--- config.mk ---
export PLATFORM = sky130hd
export DESIGN_NAME = acc_alu
export DESIGN_NICKNAME = d
export VERILOG_FILES = /design/src/rtl/acc_alu_pkg.sv /design/src/rtl/alu_addsub.sv /design/src/rtl/alu_unary.sv /design/src/rtl/alu_ctl.sv /design/src/rtl/acc_alu.sv
export SDC_FILE = /design/constraint.sdc
export NUM_CORES = 1
export LEC_CHECK = 0
export BUFFER_PORTS_ARGS = -buffer_cell sky130_fd_sc_hd__buf_2
export CAP_MARGIN = 20
export CORE_MARGIN = 2
export CORE_UTILIZATION = 29
export CTS_BUF_LIST = sky130_fd_sc_hd__clkbuf_4
export CTS_CLUSTER_SIZE = 16
export DETAILED_ROUTE_END_ITERATION = 7
export RECOVER_POWER = 100
export SYNTH_ARGS = -nofsm -noshare
export SYNTH_HDL_FRONTEND = slang
export SYNTH_HIERARCHICAL = 1
export SYNTH_SLANG_ARGS = --single-unit
--- constraint.sdc ---
create_clock -name clk_i -period 1 [get_ports clk_i]
set_input_delay 0.05 -clock clk_i [delete_from_list [all_inputs] [get_ports clk_i]]
set_output_delay 0.05 -clock clk_i [all_outputs]
set_load 0.03 [all_outputs]
--- src/rtl/acc_alu_pkg.sv ---
package acc_alu_pkg;
  localparam int OP_W = 5;

  typedef enum logic [OP_W-1:0] {
    ADD_F   = 5'h00, ADD_L   = 5'h01,
    SUB_F   = 5'h02, SUB_L   = 5'h03,
    AND_F   = 5'h04, AND_L   = 5'h05,
    IOR_F   = 5'h06, IOR_L   = 5'h07,
    XOR_F   = 5'h08, XOR_L   = 5'h09,
    MOV_F   = 5'h0A, MOV_WF  = 5'h0B,
    MOV_L   = 5'h0C, CLR_F   = 5'h0D,
    CLR_W   = 5'h0E, INC_F   = 5'h0F,
    DEC_F   = 5'h10, INCSK_F = 5'h11,
    DECSK_F = 5'h12, COM_F   = 5'h13,
    RRC_F   = 5'h14, RLC_F   = 5'h15,
    SWAP_F  = 5'h16
  } alu_op_e;

  typedef struct packed {
    logic c;
    logic dc;
    logic z;
  } flag_t;
endpackage

--- src/rtl/alu_addsub.sv ---
// a + b, or a - b as a + ~b + 1; carry outs at the half and full width.
module alu_addsub #(
  parameter int DATA_W = 8
) (
  input  logic [DATA_W-1:0] a_i,
  input  logic [DATA_W-1:0] b_i,
  input  logic              sub_i,
  output logic [DATA_W-1:0] sum_o,
  output logic              c_o,
  output logic              dc_o
);
  localparam int HALF = DATA_W / 2;
  localparam int HI_W = DATA_W - HALF;

  logic [DATA_W-1:0] b_eff;
  logic [HALF:0]     lo;
  logic [HI_W:0]     hi;

  always_comb begin
    b_eff = sub_i ? ~b_i : b_i;
    lo = {1'b0, a_i[HALF-1:0]} + {1'b0, b_eff[HALF-1:0]} + {{HALF{1'b0}}, sub_i};
    hi = {1'b0, a_i[DATA_W-1:HALF]} + {1'b0, b_eff[DATA_W-1:HALF]}
       + {{HI_W{1'b0}}, lo[HALF]};
    sum_o = {hi[HI_W-1:0], lo[HALF-1:0]};
    c_o   = hi[HI_W];
    dc_o  = lo[HALF];
  end
endmodule

--- src/rtl/alu_unary.sv ---
// Single-operand transforms of the file operand.
module alu_unary #(
  parameter int DATA_W = 8
) (
  input  logic [DATA_W-1:0] f_i,
  input  logic              c_i,
  output logic [DATA_W-1:0] inc_o,
  output logic [DATA_W-1:0] dec_o,
  output logic [DATA_W-1:0] com_o,
  output logic [DATA_W-1:0] rr_o,
  output logic [DATA_W-1:0] rl_o,
  output logic [DATA_W-1:0] swap_o
);
  localparam int HALF = DATA_W / 2;

  always_comb begin
    inc_o  = f_i + DATA_W'(1);
    dec_o  = f_i - DATA_W'(1);
    com_o  = ~f_i;
    rr_o   = {c_i, f_i[DATA_W-1:1]};
    rl_o   = {f_i[DATA_W-2:0], c_i};
    swap_o = {f_i[HALF-1:0], f_i[DATA_W-1:HALF]};
  end
endmodule

--- src/rtl/alu_ctl.sv ---
// Per-operation flag enables and destination decode.
module alu_ctl
  import acc_alu_pkg::*;
(
  input  alu_op_e op_i,
  input  logic    d_i,
  output flag_t   we_o,
  output logic    dest_f_o,
  output logic    lit_o,
  output logic    sub_o
);
  always_comb begin
    we_o     = '0;
    dest_f_o = 1'b0;
    lit_o    = 1'b0;
    sub_o    = 1'b0;
    unique case (op_i)
      ADD_F, SUB_F: begin
        we_o = '{c: 1'b1, dc: 1'b1, z: 1'b1};
        dest_f_o = d_i;
        sub_o = (op_i == SUB_F);
      end
      ADD_L, SUB_L: begin
        we_o = '{c: 1'b1, dc: 1'b1, z: 1'b1};
        lit_o = 1'b1;
        sub_o = (op_i == SUB_L);
      end
      AND_F, IOR_F, XOR_F, MOV_F, INC_F, DEC_F, COM_F: begin
        we_o.z = 1'b1;
        dest_f_o = d_i;
      end
      AND_L, IOR_L, XOR_L: begin
        we_o.z = 1'b1;
        lit_o = 1'b1;
      end
      MOV_L:  lit_o = 1'b1;
      MOV_WF: dest_f_o = 1'b1;
      CLR_F: begin
        we_o.z = 1'b1;
        dest_f_o = 1'b1;
      end
      CLR_W:  we_o.z = 1'b1;
      INCSK_F, DECSK_F, SWAP_F: dest_f_o = d_i;
      RRC_F, RLC_F: begin
        we_o.c = 1'b1;
        dest_f_o = d_i;
      end
      default: ;
    endcase
  end
endmodule

--- src/rtl/acc_alu.sv ---
module acc_alu
  import acc_alu_pkg::*;
#(
  parameter int DATA_W = 8
) (
  input  logic              clk_i,
  input  logic              rst_ni,
  input  logic [OP_W-1:0]   op_i,
  input  logic [DATA_W-1:0] w_i,
  input  logic [DATA_W-1:0] f_i,
  input  logic [DATA_W-1:0] k_i,
  input  logic              d_i,
  input  logic              c_i,
  output logic [DATA_W-1:0] result_o,
  output logic              dest_f_o,
  output logic              c_o,
  output logic              dc_o,
  output logic              z_o,
  output logic              c_we_o,
  output logic              dc_we_o,
  output logic              z_we_o,
  output logic              skip_o
);
  alu_op_e op;
  assign op = alu_op_e'(op_i);

  flag_t             we, fl;
  logic              dest_f, lit, sub, skip;
  logic [DATA_W-1:0] opnd, res;
  logic [DATA_W-1:0] as_sum, inc_v, dec_v, com_v, rr_v, rl_v, swap_v;
  logic              as_c, as_dc;

  alu_ctl u_ctl (
    .op_i     (op),
    .d_i      (d_i),
    .we_o     (we),
    .dest_f_o (dest_f),
    .lit_o    (lit),
    .sub_o    (sub)
  );

  assign opnd = lit ? k_i : f_i;

  alu_addsub #(.DATA_W(DATA_W)) u_addsub (
    .a_i   (opnd),
    .b_i   (w_i),
    .sub_i (sub),
    .sum_o (as_sum),
    .c_o   (as_c),
    .dc_o  (as_dc)
  );

  alu_unary #(.DATA_W(DATA_W)) u_unary (
    .f_i    (f_i),
    .c_i    (c_i),
    .inc_o  (inc_v),
    .dec_o  (dec_v),
    .com_o  (com_v),
    .rr_o   (rr_v),
    .rl_o   (rl_v),
    .swap_o (swap_v)
  );

  always_comb begin
    res  = '0;
    fl   = '0;
    unique case (op)
      ADD_F, ADD_L, SUB_F, SUB_L: begin
        res   = as_sum;
        fl.c  = as_c;
        fl.dc = as_dc;
      end
      AND_F, AND_L:     res = opnd & w_i;
      IOR_F, IOR_L:     res = opnd | w_i;
      XOR_F, XOR_L:     res = opnd ^ w_i;
      MOV_F:            res = f_i;
      MOV_WF:           res = w_i;
      MOV_L:            res = k_i;
      CLR_F, CLR_W:     res = '0;
      INC_F, INCSK_F:   res = inc_v;
      DEC_F, DECSK_F:   res = dec_v;
      COM_F:            res = com_v;
      RRC_F: begin
        res  = rr_v;
        fl.c = f_i[0];
      end
      RLC_F: begin
        res  = rl_v;
        fl.c = f_i[DATA_W-1];
      end
      SWAP_F:           res = swap_v;
      default:          res = '0;
    endcase
    fl.z = (res == '0);
    skip = ((op == INCSK_F) || (op == DECSK_F)) && (res == '0);
  end

  always_ff @(posedge clk_i or negedge rst_ni) begin
    if (!rst_ni) begin
      result_o <= '0;
      dest_f_o <= 1'b0;
      c_o      <= 1'b0;
      dc_o     <= 1'b0;
      z_o      <= 1'b0;
      c_we_o   <= 1'b0;
      dc_we_o  <= 1'b0;
      z_we_o   <= 1'b0;
      skip_o   <= 1'b0;
    end else begin
      result_o <= res;
      dest_f_o <= dest_f;
      c_o      <= fl.c;
      dc_o     <= fl.dc;
      z_o      <= fl.z;
      c_we_o   <= we.c;
      dc_we_o  <= we.dc;
      z_we_o   <= we.z;
      skip_o   <= skip;
    end
  end
endmodule

==> results.md <==
* Status: finished, violations left
* Violated checks: setup timing
* CTS max path bufs at 2
* Peak supply drop at 0.522 mV
* CTS Sinks at 16
* Vias in the first global route at 2,978
* Post-Syn Area at 2960 um2
* Post-Synth Simple-Gate Area at 26.5%
* Slew headroom at 61.0%
* Final hold slack at 0.0600 ns
* Worst-path clk slew at 0.07 ns
* Core Util, Final at 41.8%
* Slew @ Worst Pin at 0.577 ns
* Max H-tree Level at 1
* Mean Syn Cell Area at 7.97 um2
* DIE WIDTH at 105 um
* Fin crit period at 3.59 ns
* Most frequent cells after synthesis: inv_1 (40), buf_4 (27), ha_1 (24)
* Antenna diode count at 0
* Fill cells at 1,030
* Max-Cap Viols at 0
* Yosys cell types at 64
* Final #Nets at 544
* YS warnings at 6
* Final Cell Area at 4110 um2
* # rows at 36
* Placed cells at 600
* Arr. time, crit path at 3.78 ns
* Synth-to-layout area growth at 39.0%
* Global route total overflow at 0
* Top_reg_cell synth: dfrtp_1
* Initial Util at 30.1%
* Setup TNS at -21.87 ns
* Startpoint Class: input pin
* Final cell count without fillers at 615
* Synth async-reset ratio at 100%
* DRC viols at 0
* Clk root buf: clkbuf_4
* Core box area at 9820 um2
* Main combinational cell family by area after synthesis: simple AND/OR/NAND/NOR gates
* Final period utilization at 359%
* Register area at 400 um2
* Final Wtd Congestion at 0.937
* Die area at 11,000 um2
* Post-Syn Nets at 431
* Antenna violations before repair at 0
* RSZ-0062 raised after global routing: yes
* Most frequent cell after synthesis: inv_1
* Area contributors post-synth: dfrtp_1 (14%), ha_1 (10%), buf_4 (6.9%), mux2i_1 (6.1%), inv_1 (5.1%)
* Seq/Total Area, Yosys at 13.5%
* Worst-path cell chain: buf_8 -> buf_6 -> or2_0 -> nor3_4 -> buf_6 -> xor2_2 -> inv_1 -> fa_2 -> nor2b_1 -> o21ai_1 -> nor2b_4 -> fa_2 -> inv_2 -> fa_2 -> inv_2 -> o22ai_1 -> a21oi_1 -> nand4_1 -> or4_4 -> nor3_2
* Worst Hold Class: in2reg
* Largest net degree at the start of global routing at 52
* CP Class: in2reg
* Die height at 105 um
* Global Route Usage Sum at 15.9%
* Final Hold Viols at 0
* Drt wl/cell at 14.4 um
* Post-synthesis cell count at 371
* Leak at 2.02 nW
* Synth top area share at 13.5%
* Power Density at 745 nW/um2
* HPWL after detailed placement at 6.99 mm
* Routed Antenna Nets at 0
* CTS Buf Count at 3
* Share of post-route cells with drive strength above 1 at 42.7%
* Pwr Total at 3.06 mW
* CP max stage delay at 0.45 ns
* Count of pins over their slew limit at 0
* DP Area at 3810 um2
* Flops & latches, synth at 16
* Final WL at 8.87 mm
* Max Fanout on Critical Path at 3
* Most Frequent Cell on Critical Path: fa_2
* Worst setup EP type: flip-flop
* Via density at 4.87
* Post-synth EDFFs at 0
* First-pass GRT wire length at 14.4 mm
* WP data required at 1.20 ns
* Multi-input gate area at 2240 um2
* Dominant cell type by area after synthesis: dfrtp_1
* Crit-path slowest cell: or4_4
* DRT Pass-1 Iters at 4
* I/O pin total at 49
* Post-synthesis adder-cell area fraction at 12.2%
* Synth Area in XOR/XNOR at 7.11%
* Count of final setup violators at 12
* TritonCTS clock tree: built
* Port bufs at 48
* Post-synthesis mux area share at 6.86%
* Compound-Gate Fraction of Synth Area at 17.2%
* Crit path setup slack, layout at -2.59 ns
* Max Freq at 279 MHz
* Routed vias at 2,998
* Drt first-iter violations at 169
* Pre-CTS WS at -3.03 ns
==> final timing paths <==
kind	depth (start not counted)	start	slack, ns	to
worst min-delay path	3	op_i[3]	0.06	dc_we_o
worst max-delay path	20	op_i[2]	-2.59	skip_o
max in group asynchronous	2	rst_ni	0.52	z_o
min in group asynchronous	2	rst_ni	0.22	result_o[4]
==> per-layer routing <==
layer  GRT usage (%)  part of all wire (%)
met5               0                     0
met4            3.81                   1.8
met3           0.749                   3.9
met2            29.5                    50
met1            20.1                    44
==> cell usage in the layout (no fill, tap or decap), types with 3 or more instances in the layout <==
cell type and count:
inv_1 35, buf_2 26, a31oi_1 5, o22ai_1 4, buf_8 3, fa_2 3, ha_1 21, a21o_1 4
nor2b_4 3, nand2b_1 10, buf_6 7, nor3_1 3, nor3b_1 5, nor2_1 14, clkbuf_4 4, a211oi_1 4
buf_4 102, o21ai_0 4, nand2_1 13, a21oi_1 15, nand3_1 13, a21oi_2 4, o211ai_1 3, nor2b_1 6
inv_2 5, or4_4 3, xnor2_1 10, dfrtp_1 16, mux2i_1 17, and3_1 3, clkbuf_2 18, nand3b_1 18
and3b_1 3, xor2_1 12, nand4_1 4
==> where the power goes <==
part,switching (mW),internal [mW]
registers,0.0145,0.714
logic,1.04,0.995
clock network,0.157,0.139
==> registers in the layout, summed over array words and instances, names as in the netlist <==
register and flops:
c_o 1, c_we_o 1, dest_f_o 1, skip_o 1, dc_we_o 1, dc_o 1
z_o 1, z_we_o 1, result_o 8
==> worst max-delay path: cells and delay by family <==
kind,cells,cell delay (ns)
buffers and inverters,6,0.56
XOR/XNOR,1,0.14
AND/OR/NAND/NOR,7,1.52
AO/OA/AOI/OAI,3,0.37
adder cells (fa/ha/maj),3,1.15
==> final cells by class <==
class,instances,share of cell area [%]
sequential,16,9.75
tap,133,4.05
timing repair buffer,158,27.5
multi-input combinational,265,54.5
inverter,40,3.66
clock buffer,3,0.548
==> logic make-up (layout without fill, tap and decap cells) <==
family          after synthesis  after routing
compound gates               74             74
buf+inv                      90            201
xor+xnor                     24             24
simple gates                121            121
flops                        16             16
fa+ha+maj                    27             27
mux                          19             19
==> repair_timing <==
item / 4_1_cts / 5_1_grt
hold endpoints to repair: 16 / 0
setup endpoints to repair: 13 / 13
hold buffers: 1 / 0
pin swaps: 16 / 14
resized for setup: 35 / 12
setup buffers: 13 / 3
No activity file was read; power rests on OpenSTA's default activity.
